File: config.mk
export PLATFORM = sky130hd
export DESIGN_NAME = reg_exec_unit
export DESIGN_NICKNAME = d
export VERILOG_FILES = /design/src/rtl/reg_exec_pkg.sv /design/src/rtl/reg_exec_regfile.sv /design/src/rtl/reg_exec_alu.sv /design/src/rtl/reg_exec_writeback.sv /design/src/rtl/reg_exec_unit.sv
export SDC_FILE = /design/constraint.sdc
export NUM_CORES = 1
export LEC_CHECK = 0
export ABC_AREA = 1
export BUFFER_PORTS_ARGS = -buffer_cell sky130_fd_sc_hd__buf_2
export CORE_MARGIN = 2
export CORE_UTILIZATION = 47
export DETAILED_ROUTE_END_ITERATION = 8
export SETUP_SLACK_MARGIN = 0.05
export SYNTH_ARGS = -nofsm -noshare
export SYNTH_HDL_FRONTEND = slang
export SYNTH_SLANG_ARGS = --single-unit
export TNS_END_PERCENT = 50
File: constraint.sdc
create_clock -name clk_i -period 6.3 [get_ports clk_i]
set_clock_uncertainty 0.1 [all_clocks]
set_input_delay 0.63 -clock clk_i [delete_from_list [all_inputs] [get_ports clk_i]]
set_output_delay 0.63 -clock clk_i [all_outputs]
set_load 0.02 [all_outputs]
File: src/rtl/reg_exec_pkg.sv
package reg_exec_pkg;
  typedef enum logic [2:0] {
    OP_MOV  = 3'd0,
    OP_ADD  = 3'd1,
    OP_SUB  = 3'd2,
    OP_AND  = 3'd3,
    OP_OR   = 3'd4,
    OP_XOR  = 3'd5,
    OP_SXT  = 3'd6,
    OP_MOVI = 3'd7
  } op_e;

  typedef enum logic [1:0] {
    SZ_BYTE = 2'd0,
    SZ_WORD = 2'd1,
    SZ_ADDR = 2'd2,
    SZ_NONE = 2'd3
  } size_e;

  localparam int BYTE_W = 8;
  localparam int WORD_W = 16;
endpackage

File: src/rtl/reg_exec_regfile.sv
module reg_exec_regfile #(
  parameter int NUM_REGS = 16,
  parameter int REG_W    = 20,
  localparam int ADDR_W  = $clog2(NUM_REGS)
) (
  input  logic              clk_i,
  input  logic              rst_ni,
  input  logic              wr_en_i,
  input  logic [ADDR_W-1:0] wr_addr_i,
  input  logic [REG_W-1:0]  wr_data_i,
  input  logic [ADDR_W-1:0] src_addr_i,
  input  logic [ADDR_W-1:0] dst_addr_i,
  input  logic [ADDR_W-1:0] dbg_addr_i,
  output logic [REG_W-1:0]  src_data_o,
  output logic [REG_W-1:0]  dst_data_o,
  output logic [REG_W-1:0]  dbg_data_o
);
  logic [NUM_REGS-1:0][REG_W-1:0] mem_q;

  for (genvar g = 0; g < NUM_REGS; g++) begin : g_reg
    always_ff @(posedge clk_i or negedge rst_ni) begin
      if (!rst_ni)                                    mem_q[g] <= '0;
      else if (wr_en_i && wr_addr_i == ADDR_W'(g))    mem_q[g] <= wr_data_i;
    end

    AST_OTHERS_HOLD: assert property (@(posedge clk_i) disable iff (!rst_ni)
      !(wr_en_i && wr_addr_i == ADDR_W'(g)) |=> $stable(mem_q[g]));
  end

  assign src_data_o = mem_q[src_addr_i];
  assign dst_data_o = mem_q[dst_addr_i];
  assign dbg_data_o = mem_q[dbg_addr_i];

  AST_WRITE_LANDS: assert property (@(posedge clk_i) disable iff (!rst_ni)
    wr_en_i |=> mem_q[$past(wr_addr_i)] == $past(wr_data_i));
endmodule

File: src/rtl/reg_exec_alu.sv
module reg_exec_alu
  import reg_exec_pkg::*;
#(
  parameter int REG_W = 20
) (
  input  op_e              op_i,
  input  size_e            size_i,
  input  logic [REG_W-1:0] src_val_i,
  input  logic [REG_W-1:0] dst_val_i,
  input  logic [REG_W-1:0] imm_i,
  output logic [REG_W-1:0] raw_o
);
  logic [REG_W-1:0] mask, a_sel, a, b;

  always_comb begin
    unique case (size_i)
      SZ_BYTE: mask = REG_W'({BYTE_W{1'b1}});
      SZ_WORD: mask = REG_W'({WORD_W{1'b1}});
      default: mask = '1;
    endcase
  end

  assign a_sel = (op_i == OP_MOVI) ? imm_i : src_val_i;
  assign a     = a_sel & mask;
  assign b     = dst_val_i & mask;

  always_comb begin
    unique case (op_i)
      OP_MOV,
      OP_MOVI: raw_o = a;
      OP_ADD:  raw_o = b + a;
      OP_SUB:  raw_o = b - a;
      OP_AND:  raw_o = b & a;
      OP_OR:   raw_o = b | a;
      OP_XOR:  raw_o = b ^ a;
      default: raw_o = dst_val_i; // sign extend works on destination
    endcase
  end
endmodule

File: src/rtl/reg_exec_writeback.sv
module reg_exec_writeback
  import reg_exec_pkg::*;
#(
  parameter int REG_W = 20
) (
  input  logic             clk_i,
  input  logic             rst_ni,
  input  logic             valid_i,
  input  op_e              op_i,
  input  size_e            size_i,
  input  logic [REG_W-1:0] raw_i,
  output logic             wr_en_o,
  output logic [REG_W-1:0] wr_data_o
);
  localparam int UPPER_W = REG_W - BYTE_W;

  logic [REG_W-1:0] keep_mask;

  always_comb begin
    unique case (size_i)
      SZ_BYTE: keep_mask = REG_W'({BYTE_W{1'b1}});
      SZ_WORD: keep_mask = REG_W'({WORD_W{1'b1}});
      default: keep_mask = '1;
    endcase
  end

  assign wr_en_o   = valid_i && (size_i != SZ_NONE);
  assign wr_data_o = (op_i == OP_SXT) ? {{UPPER_W{raw_i[BYTE_W-1]}}, raw_i[BYTE_W-1:0]}
                                      : (raw_i & keep_mask);

  AST_BYTE_UPPER_CLR: assert property (@(posedge clk_i) disable iff (!rst_ni)
    wr_en_o && size_i == SZ_BYTE && op_i != OP_SXT |-> wr_data_o[REG_W-1:BYTE_W] == '0);
  AST_WORD_UPPER_CLR: assert property (@(posedge clk_i) disable iff (!rst_ni)
    wr_en_o && size_i == SZ_WORD && op_i != OP_SXT |-> wr_data_o[REG_W-1:WORD_W] == '0);
  AST_SXT_FILL: assert property (@(posedge clk_i) disable iff (!rst_ni)
    wr_en_o && op_i == OP_SXT |-> wr_data_o[REG_W-1:BYTE_W] == {UPPER_W{raw_i[BYTE_W-1]}});
  AST_NO_SIZE_NO_WR: assert property (@(posedge clk_i) disable iff (!rst_ni)
    size_i == SZ_NONE |-> !wr_en_o);
  AST_IDLE_NO_WR: assert property (@(posedge clk_i) disable iff (!rst_ni)
    !valid_i |-> !wr_en_o);
endmodule

File: src/rtl/reg_exec_unit.sv
module reg_exec_unit
  import reg_exec_pkg::*;
#(
  parameter int NUM_REGS = 16,
  parameter int REG_W    = 20,
  localparam int ADDR_W  = $clog2(NUM_REGS)
) (
  input  logic              clk_i,
  input  logic              rst_ni,
  input  logic              valid_i,
  input  logic [2:0]        op_i,
  input  logic [1:0]        size_i,
  input  logic [ADDR_W-1:0] src_i,
  input  logic [ADDR_W-1:0] dst_i,
  input  logic [REG_W-1:0]  imm_i,
  input  logic [ADDR_W-1:0] rd_addr_i,
  output logic [REG_W-1:0]  rd_data_o
);
  op_e              op;
  size_e            size;
  logic [REG_W-1:0] src_val, dst_val, raw, wr_data;
  logic             wr_en;

  assign op   = op_e'(op_i);
  assign size = size_e'(size_i);

  reg_exec_regfile #(.NUM_REGS(NUM_REGS), .REG_W(REG_W)) regfile_i (
    .clk_i      (clk_i),
    .rst_ni     (rst_ni),
    .wr_en_i    (wr_en),
    .wr_addr_i  (dst_i),
    .wr_data_i  (wr_data),
    .src_addr_i (src_i),
    .dst_addr_i (dst_i),
    .dbg_addr_i (rd_addr_i),
    .src_data_o (src_val),
    .dst_data_o (dst_val),
    .dbg_data_o (rd_data_o)
  );

  reg_exec_alu #(.REG_W(REG_W)) alu_i (
    .op_i      (op),
    .size_i    (size),
    .src_val_i (src_val),
    .dst_val_i (dst_val),
    .imm_i     (imm_i),
    .raw_o     (raw)
  );

  reg_exec_writeback #(.REG_W(REG_W)) wb_i (
    .clk_i     (clk_i),
    .rst_ni    (rst_ni),
    .valid_i   (valid_i),
    .op_i      (op),
    .size_i    (size),
    .raw_i     (raw),
    .wr_en_o   (wr_en),
    .wr_data_o (wr_data)
  );
endmodule

==> results.cfg <==
[global_route]
grt_max_degree = 152
grt_first_pass_wirelength_mm = 150
grt_use_met1_pct = 49.7
grt.met3_usage_pct = 7.75
grt-ovfl-total = 0
met2_usage_pct = 61.4
grt_pass1_vias = 24300
antenna_found_initial = 1
track_usage_pct = 39.3
top_usage_layer = met2

[place]
dp_hpwl_mm = 63.1
port_buffers = 59
place_inst = 4028
gp_congestion = 0.986

[clocking]
cts_buffers = 40
cts.path.max_buffers = 3
cts_max_level = 2
insertion_delay_ns = 0.58
clk_pin_slew_ns = 0.06
cts_tree = built
cts_sinks = 320
cts_root_buffer = clkbuf_16

[yosys]
avgSynthCellArea_um2 = 6.67
synth_cell_types = 49
synth.largest_area_cell = dfrtp_1
synth_edf_count = 0
synth_seq_area_share_pct = 34.6
postSynthCellCount = 3470
ys_ff_latch = 320
yosysWarnings = 0
ys_async_sr_fraction_pct = 100
synth.net_count = 3572
synthTopCellsByArea = dfrtp_1 (35%), o21ai_0 (14%), nand2_1 (13%)
yosys.area.top_type_share_pct = 34.6
syn_area_um2 = 23100
ys.flop_type = dfrtp_1

[setup_path]
worstPathRequired_ns = 6.69
criticalPathCategory = input pin to flop
max_stage_delay_ns = 0.57
cp.arrival_ns = 5.99
end_kind = flop
critical_path.max_fanout = 59
start_kind = input pin
cpMaxStageDelayCell = nor4_1

[die]
die_height_um = 226
start_util_pct = 47.5
core_um2 = 48700
rows = 81
ios = 60
dieArea_um2 = 51000
die_w_um = 226

[cells_and_area]
drive_gt1_share_pct = 8.36
instances_no_fill = 4098
largest_reg_flops = 320
antenna_cells = 0
largest-register = regfile_i.mem_q
nets = 3509
area_growth_pct = 9.07
biggestRegsByFlops = regfile_i.mem_q (320)

[power_and_ir_drop]
p_leak_uw = 0.0116
p_per_area_nw_per_um2 = 319
vdd_drop_max_mv = 0.252

[timing]
min_period_ns = 5.59
setup-violations-final = 0
fin_hold_ws_ns = 0.390
period_share_pct = 88.8
fmax_mhz = 179
hold_viol = 0
drv_slew = 0
tns_ns = 0
worst_slew_pin_slew_ns = 1.26
relSlewSlack_pct = 15.6
rsz0062_at_grt = no

[worst_hold_path]
hold_path.class = flop to flop

[detailed_routing]
vias = 25300
drtIter0Drc = 3546
ant_nets = 0
remaining_drc_errors = 0
via_per_inst = 6.18
first_pass_iters = 6
routedWlPerCell_um = 24.4
drt_wl_total_mm = 99.9

[flow_run]
cap_violations = 0

[run_status]
run_status = finished clean
-- layout make-up --
cell class | instances | area (um^2)
Inverter | 395 | 1490
Multi-Input combinational cell | 2506 | 12600
Clock buffer | 56 | 1180
Sequential cell | 320 | 8010
Timing Repair Buffer | 144 | 1010
Fill cell | 4868 | 23500
Clock inverter | 13 | 115
Tap cell | 664 | 831
-- critical path, delay by kind of cell --
kind | cells | cell delay [ns]
adders and majority gates | 1 | 0.36
and+or+nand+nor | 15 | 2.25
buffers and inverters | 6 | 1.57
AOI/OAI and AO/OA | 4 | 0.92
xor gates and xnor gates | 1 | 0.15
-- layout by cell type (no fill, tap or decap), types with 5 or more instances in the layout --
| cell type | instances |
|---|---|
| a21oi_1 | 178 |
| a221oi_1 | 12 |
| buf_2 | 54 |
| buf_4 | 82 |
| clkbuf_1 | 5 |
| clkbuf_16 | 41 |
| clkbuf_8 | 10 |
| clkinv_2 | 12 |
| dfrtp_1 | 320 |
| ha_1 | 61 |
| inv_1 | 381 |
| inv_2 | 8 |
| nand2_1 | 828 |
| nand2_2 | 27 |
| nand3_1 | 306 |
| nand4_1 | 22 |
| nor2_1 | 134 |
| nor2_2 | 5 |
| nor2_4 | 17 |
| nor3_1 | 6 |
| o2111ai_1 | 6 |
| o211ai_1 | 11 |
| o21ai_0 | 632 |
| o21ai_1 | 21 |
| o221ai_1 | 28 |
| o22ai_1 | 146 |
| or2_2 | 7 |
| xor2_1 | 19 |
-- cells by family (layout without fill, tap and decap cells) --
| kind of cell | count (synthesis) | in the layout | share of synthesized area [%] |
|---|---|---|---|
| adders and majority gates | 62 | 62 | 3.38 |
| AOI/OAI and AO/OA | 1056 | 1056 | 24.8 |
| xor gates and xnor gates | 20 | 20 | 0.757 |
| DFF | 320 | 320 | 34.6 |
| and+or+nand+nor | 1368 | 1368 | 24.8 |
| buffers and inverters | 644 | 608 | 11.6 |
-- what timing repair did --
item | CTS | global route
setup buffers | 0 | 0
hold endpoints to repair | 73 | 0
hold buffers | 1 | 0
gates resized for setup | 0 | 0
-- synthesized netlist by cell type, types with 3 or more instances --
master     instances
a221oi_1          12
o2111ai_1          6
or2_1              4
a21oi_1          178
o21ai_0          633
buf_4              8
inv_2              5
nand4_1           22
or2_2              7
o221ai_1          30
buf_1             25
o22ai_1          146
nand2_2           27
inv_1            383
nor2_1           152
nor3_1             7
o21ai_1           20
dfrtp_1          320
buf_6             21
clkbuf_1         144
a211oi_1           4
o211ai_2           3
buf_2             49
nand3_1          306
clkinv_1           6
xor2_1            19
nor2_2             3
o211ai_1          11
ha_1              61
o31ai_1            3
nand2_1          830
-- report_power, final --
group          internal, uW  switching, uW  total [uW]
clock network          1380            965        2350
logic                   861           1840        2700
registers              2630            382        3010
total                  4870           3180        8050
-- final timing paths --
| check | slack [ns] | depth (start not counted) | end | from |
|---|---|---|---|---|
| min in group asynchronous | 0.52 | 2 | regfile_i.mem_q[123] | rst_ni |
| worst max register to register | 0.96 | 27 | regfile_i.mem_q[177] | regfile_i.mem_q[220] |
| max in group asynchronous | 4.21 | 3 | regfile_i.mem_q[152] | rst_ni |
| worst max-delay path | 0.71 | 27 | regfile_i.mem_q[177] | src_i[0] |
| worst min-delay path | 0.39 | 2 | regfile_i.mem_q[149] | regfile_i.mem_q[149] |
| worst min register to register | 0.39 | 2 | regfile_i.mem_q[149] | regfile_i.mem_q[149] |
-- routing by layer --
layer | vias up | routed length [um]
li1 | 11500 | -
met1 | 11900 | 38200
met2 | 1621 | 44600
met3 | 365 | 10500
met4 | 0 | 6700
met5 | - | 0
-- metrics by stage --
step | area, um^2 | utilization, % | power, uW | setup WS (ns)
3_3_place_gp | 23900 | 49.1 | 5580 | 0.439
5_1_grt | 25200 | 51.8 | 8530 | 0.401
3_5_place_dp | 23900 | 49.1 | 5650 | 0.336
6_report | 25200 | 51.8 | 8050 | 0.708
4_1_cts | 25200 | 51.8 | 8000 | 0.885
2_1_floorplan | 23100 | - | 4790 | 1.47
(Power assumes the default switching activity.)
